[src/rtl/tdec_pkg.sv]
package tdec_pkg;

    localparam int unsigned TDEC_BITS_DEF = 6;

    typedef enum logic {
        COL_COMB = 1'b0,
        COL_REG  = 1'b1
    } col_mode_e;

    // number of comparator wires for an n-bit code
    function automatic int unsigned therm_levels(input int unsigned n);
        return (1 << n) - 1;
    endfunction

    // width of the partial scale entering decode step q
    function automatic int unsigned step_width(input int unsigned n, input int unsigned q);
        return (1 << (n - q)) - 1;
    endfunction

    // total latency from captured sample to output valid
    function automatic int unsigned dec_latency(input int unsigned n,
                                                input int unsigned sync_depth,
                                                input col_mode_e mode);
        return sync_depth + 1 + ((mode == COL_REG) ? (n - 2) : 0);
    endfunction

endpackage

[src/rtl/tdec_sync.sv]
module tdec_sync #(
    parameter int unsigned WIDTH = 63,
    parameter int unsigned DEPTH = 2
) (
    input  logic             clk_i,
    input  logic             rst_i,
    input  logic [WIDTH-1:0] d_i,
    input  logic             v_i,
    output logic [WIDTH-1:0] d_o,
    output logic             v_o
);

    logic [WIDTH-1:0] stage_d [DEPTH];
    logic             stage_v [DEPTH];

    always_ff @(posedge clk_i) begin
        if (rst_i) begin
            for (int i = 0; i < int'(DEPTH); i++) begin
                stage_d[i] <= '0;
                stage_v[i] <= 1'b0;
            end
        end else begin
            stage_d[0] <= d_i;
            stage_v[0] <= v_i;
            for (int i = 1; i < int'(DEPTH); i++) begin
                stage_d[i] <= stage_d[i-1];
                stage_v[i] <= stage_v[i-1];
            end
        end
    end

    assign d_o = stage_d[DEPTH-1];
    assign v_o = stage_v[DEPTH-1];

endmodule

[src/rtl/tdec_column.sv]
module tdec_column #(
    parameter int unsigned W = 63
) (
    input  logic [W-1:0]     scale_i,
    output logic             bit_o,
    output logic [W/2-1:0]   sub_o
);

    localparam int unsigned HALF = W / 2;

    // middle wire of the current partial scale
    assign bit_o = scale_i[HALF];

    // one 2:1 mux per remaining wire, steered by the bit just found
    always_comb begin
        for (int i = 0; i < int'(HALF); i++) begin
            sub_o[i] = bit_o ? scale_i[HALF + 1 + i] : scale_i[i];
        end
    end

    always_comb begin
        if (((scale_i + 1'b1) & scale_i) == '0) begin

            therm_keep_chk: assert (((sub_o + 1'b1) & sub_o) == '0);

            msb_half_chk: assert (!bit_o || (&scale_i[HALF-1:0]));
        end
        if (scale_i == '0) begin

            zero_flow_chk: assert (!bit_o && (sub_o == '0));
        end
    end

endmodule

[src/rtl/therm_mux_decoder.sv]
module therm_mux_decoder #(
    parameter int unsigned         NBITS      = tdec_pkg::TDEC_BITS_DEF,
    parameter int unsigned         SYNC_DEPTH = 2,
    parameter tdec_pkg::col_mode_e COL_MODE   = tdec_pkg::COL_REG
) (
    input  logic                                   clk_i,
    input  logic                                   rst_i,
    input  logic [tdec_pkg::therm_levels(NBITS)-1:0] therm_i,
    input  logic                                   therm_vld_i,
    output logic [NBITS-1:0]                       bin_o,
    output logic                                   bin_vld_o
);

    localparam int unsigned LEVELS = tdec_pkg::therm_levels(NBITS);
    localparam int unsigned LAT    = tdec_pkg::dec_latency(NBITS, SYNC_DEPTH, COL_MODE);
    localparam int unsigned NSTEP  = NBITS - 1;

    logic [LEVELS-1:0] sync_d;
    logic              sync_v;

    tdec_sync #(
        .WIDTH (LEVELS),
        .DEPTH (SYNC_DEPTH)
    ) u_sync (
        .clk_i (clk_i),
        .rst_i (rst_i),
        .d_i   (therm_i),
        .v_i   (therm_vld_i),
        .d_o   (sync_d),
        .v_o   (sync_v)
    );

    for (genvar q = 0; q < int'(NSTEP); q++) begin : g_col
        localparam int unsigned W  = tdec_pkg::step_width(NBITS, q);
        localparam int unsigned WN = W / 2;

        logic [W-1:0]     scale_in;
        logic [NBITS-1:0] bits_in;
        logic             vld_in;
        logic             dbit;
        logic [WN-1:0]    sub;
        logic [NBITS-1:0] bits_cur;
        logic [WN-1:0]    scale_nx;
        logic [NBITS-1:0] bits_nx;
        logic             vld_nx;

        if (q == 0) begin : g_src
            assign scale_in = sync_d;
            assign bits_in  = '0;
            assign vld_in   = sync_v;
        end else begin : g_chain
            assign scale_in = g_col[q-1].scale_nx;
            assign bits_in  = g_col[q-1].bits_nx;
            assign vld_in   = g_col[q-1].vld_nx;
        end

        tdec_column #(
            .W (W)
        ) u_col (
            .scale_i (scale_in),
            .bit_o   (dbit),
            .sub_o   (sub)
        );

        always_comb begin
            bits_cur = bits_in;
            bits_cur[NBITS-1-q] = dbit;
        end

        if (COL_MODE == tdec_pkg::COL_REG && q < int'(NSTEP) - 1) begin : g_reg
            always_ff @(posedge clk_i) begin
                if (rst_i) begin
                    scale_nx <= '0;
                    bits_nx  <= '0;
                    vld_nx   <= 1'b0;
                end else begin
                    scale_nx <= sub;
                    bits_nx  <= bits_cur;
                    vld_nx   <= vld_in;
                end
            end
        end else begin : g_pass
            assign scale_nx = sub;
            assign bits_nx  = bits_cur;
            assign vld_nx   = vld_in;
        end
    end

    logic [NBITS-1:0] fin_word;

    always_comb begin
        fin_word    = g_col[NSTEP-1].bits_nx;
        fin_word[0] = g_col[NSTEP-1].scale_nx[0];
    end

    always_ff @(posedge clk_i) begin
        if (rst_i) begin
            bin_o     <= '0;
            bin_vld_o <= 1'b0;
        end else begin
            bin_vld_o <= g_col[NSTEP-1].vld_nx;
            if (g_col[NSTEP-1].vld_nx) begin
                bin_o <= fin_word;
            end
        end
    end


    hold_chk: assert property (@(posedge clk_i) disable iff (rst_i)
        (!bin_vld_o && !$past(rst_i)) |-> $stable(bin_o));

endmodule

[config.mk]
export PLATFORM = sky130hd
export DESIGN_NAME = therm_mux_decoder
export DESIGN_NICKNAME = d
export VERILOG_FILES = /design/src/rtl/tdec_pkg.sv /design/src/rtl/tdec_sync.sv /design/src/rtl/tdec_column.sv /design/src/rtl/therm_mux_decoder.sv
export SDC_FILE = /design/constraint.sdc
export NUM_CORES = 1
export LEC_CHECK = 0
export ABC_AREA = 1
export BUFFER_PORTS_ARGS = -buffer_cell sky130_fd_sc_hd__buf_4
export CORE_MARGIN = 8
export CORE_UTILIZATION = 51
export CTS_CLUSTER_SIZE = 14
export DETAILED_ROUTE_END_ITERATION = 10
export GPL_ROUTABILITY_DRIVEN = 0
export PLACE_DENSITY = 0.71
export SYNTH_ARGS = -nofsm -noshare
export SYNTH_HDL_FRONTEND = slang
export SYNTH_SLANG_ARGS = --single-unit
[constraint.sdc]
create_clock -name clk_i -period 1.9 [get_ports clk_i]
set_input_delay 0.285 -clock clk_i [delete_from_list [all_inputs] [get_ports clk_i]]
set_output_delay 0.285 -clock clk_i [all_outputs]
set_load 0.03 [all_outputs]
==> results.md <==
* R2R Setup Slk at about 0.86 ns
* DP Wirelength at about 6600 um
* Max VDD drop at approximately 0.60 mV
* Post-route ant nets at 0
* First-pass GRT wire length at around 18000 um
* Switching pwr at between 0.0015 and 0.002 W
* Core area at 12000 um2
* Count of cell types in the netlist at 12
* Unrepaired setup endpoints after global routing: false
* Pin count of the biggest net entering global routing at 91
* IO Port Bufs at slightly above 70
* Reg clk slew, reported paths at 0.06 ns
* Die ar. at around 16000 um2
* Placed cell count at roughly 900
* Net Sw Frac at 0.203
* Most common cell after layout, fill and taps aside: nor2_1
* FF+latch count, synth at a little over 200
* Initial DRC Count at around 210
* Die width at 126 um
* Num ports at 73
* Final Max Tran Viols at 0
* Syn_area_per_cell at 8.71 um2
* Worst Setup Start Kind: flip-flop
* Delay-heaviest family, CP: flip-flops
* Worst path arrival time at about 0.96 ns
* Clock sinks at between 200 and 250
* H-tree levels at 1
* Area of the mapped netlist at between 6000 and 7000 um2
* Design area at approximately 7400 um2
* Vias per cell at 4.29
* CP endpoint kind: output port
* Setup violators final at 0
* Min-delay src: therm_i[48]
* CP peak stage delay at about 0.33 ns
* Die Ht at approximately 130 um
* Post-CTS Setup Bufs at 0
* Row cnt at 40
* Post-Syn Nets at between 700 and 800
* Hold/Removal Path Class: in -> reg
* Status: finished clean
* Logic pwr share at 0.045
* Layout cells sized above 1 at 0.138
* R2R cell count at 3
* Hold Fails Final Rpt at 0
* Vias after detailed routing at a little over 4000
* Final wirelength at 10100 um
* Commonest cells after routing, fill and taps aside: nor2_1 (268), dfxtp_1 (205), inv_1 (143), buf_4 (76), o21ai_0 (46)
* Setup tns final at 0 ns
* Critical setup path kind: reg -> out
* Buffers plus inverters on the worst setup path at 1
* GRT Util Overall at 0.128
* Worst slew pin tran at about 0.47 ns
* Sequence of cells on the critical path: buf_4
* Max-cap violation count at 0
* Vias in the first global route at between 4000 and 5000
* Layout Nets at 850
* Routed WL per cell at around 11 um
* GRT overflow at 0
* Syn Inst Count at ~700
* Initial antenna violation count at 0
* Clock buffer count from CTS at 20
* First-pass iteration count of the detailed router at 4
* Hold Crit Depth at 3
* Max Fclk at approximately 0.80 GHz
* Worst reg2reg endpoint: g_col[2].scale_nx[1]$_SDFF_PP0_
* Worst Path Required at 1.62 ns
* PD cells at 1180 nW/um2
* Min-Delay Endpoint: u_sync.stage_d[0][48]$_SDFF_PP0_
* Worst skew pair latency at 0.47 ns
* # fillers at around 990
* P_leak at between 3 and 4 nW
* Sequential Power Share at 0.519
* Synth-to-layout area growth at 19.8%
* Worst slew margin at 0.688
* CTS tree: done
* # DRC at 0
* Clk pwr share at 0.436
* FF-to-FF Start: g_col[1].scale_nx[7]$_SDFF_PP0_
* Root Driver: clkbuf_16
* Non-Filler Instances at roughly 940
* Setup Skew at 0.00792 ns
* CTS Buffer Depth at 3
* Synth warnings at 0
* P_int at between 0.006 and 0.007 W
* Slowest cell on the critical path: dfxtp_1
* Register area share after synthesis at 0.661
* Final period utilization at 0.656
* Tmin final at 1.25 ns
* Area post-placement at 6750 um2
* Starting density of the core at 0.519
* Diodes inserted at 0
* Crit Path Max Fanout at 2
-- area by class of cell --
type | count | area (um2) | share of cell area
multi-input combinational | 332 | 1320 | 0.178
inverter | 145 | 547 | 0.0736
clock buffer | 29 | 596 | 0.0801
clock inverter | 6 | 57.6 | 0.00774
tap | 147 | 184 | 0.0247
timing repair buffer | 80 | 621 | 0.0835
sequential | 205 | 4100 | 0.552
-- synthesized netlist by cell type --
| library cell | count | area share |
|---|---|---|
| o21ai_0 | 46 | 0.037 |
| o21ai_1 | 16 | 0.013 |
| dfxtp_1 | 205 | 0.66 |
| inv_2 | 1 | 0.00060 |
| buf_2 | 10 | 0.0081 |
| buf_4 | 7 | 0.0085 |
| nand2_1 | 2 | 0.0012 |
| buf_6 | 10 | 0.018 |
| inv_1 | 143 | 0.087 |
| nor2_1 | 268 | 0.16 |
| inv_4 | 1 | 0.0010 |
| clkbuf_2 | 3 | 0.0024 |
-- metrics by stage --
stage / setup WS (ns) / utilization / total power (W) / hold WS, ns
after global placement: 0.676 / 0.564 / 0.00502 / 0.390
after CTS: 0.636 / 0.621 / 0.00884 / 0.000716
after floorplan: 1.06 / - / 0.00489 / 0.388
after detailed placement: 0.638 / 0.564 / 0.00503 / 0.393
final: 0.654 / 0.621 / 0.00876 / 0.0107
after global routing: 0.609 / 0.621 / 0.00907 / 0.0108
-- state kept, by name (all words and copies together), names as in the netlist --
register	cells
bin_o	6
bin_vld_o	1
g_col.bits_nx	10
g_col.scale_nx	56
g_col.vld_nx	4
u_sync.stage_d	126
u_sync.stage_v	2
-- what timing repair did --
| action | CTS | global route |
|---|---|---|
| hold endpoints to repair | 3 | 0 |
| gates resized for setup | 0 | 0 |
| hold buffers | 3 | 0 |
-- worst max-delay path by stage --
stage | start | to | slack, ns | depth (start not counted)
2_1_floorplan | g_col[0].scale_nx[15]$_SDFF_PP0_ | g_col[1].scale_nx[10]$_SDFF_PP0_ | 1.06 | 4
3_3_place_gp | rst_i | g_col[1].scale_nx[12]$_SDFF_PP0_ | 0.68 | 4
3_5_place_dp | rst_i | g_col[2].scale_nx[1]$_SDFF_PP0_ | 0.64 | 4
4_1_cts | bin_o[4]$_SDFFE_PP0P_ | bin_o[4] | 0.64 | 1
5_1_grt | bin_o[2]$_SDFFE_PP0P_ | bin_o[2] | 0.61 | 1
6_report | bin_o[5]$_SDFFE_PP0P_ | bin_o[5] | 0.65 | 1
-- kinds of logic after synthesis --
group / synth area share
buffers and inverters: 0.125
AND/OR/NAND/NOR: 0.163
AO/OA/AOI/OAI: 0.0500
flip-flops: 0.661
-- per-layer routing --
layer  track usage  up-vias  part of all wire
li1              -     2184                 -
met1         0.148     1784              0.46
met2         0.230       68              0.48
met3        0.0281       13             0.046
met4        0.0396        0             0.015
met5             0        -                 0
-- power groups by stage --
stage,clock [W],combinational [W],sequential [W]
after floorplan,0,0.000260,0.00463
final,0.00382,0.000393,0.00455
after global routing,0.00404,0.000459,0.00456
after CTS,0.00389,0.000400,0.00455
after detailed placement,0,0.000390,0.00464
after global placement,0,0.000379,0.00464
(Power assumes the default switching activity.)
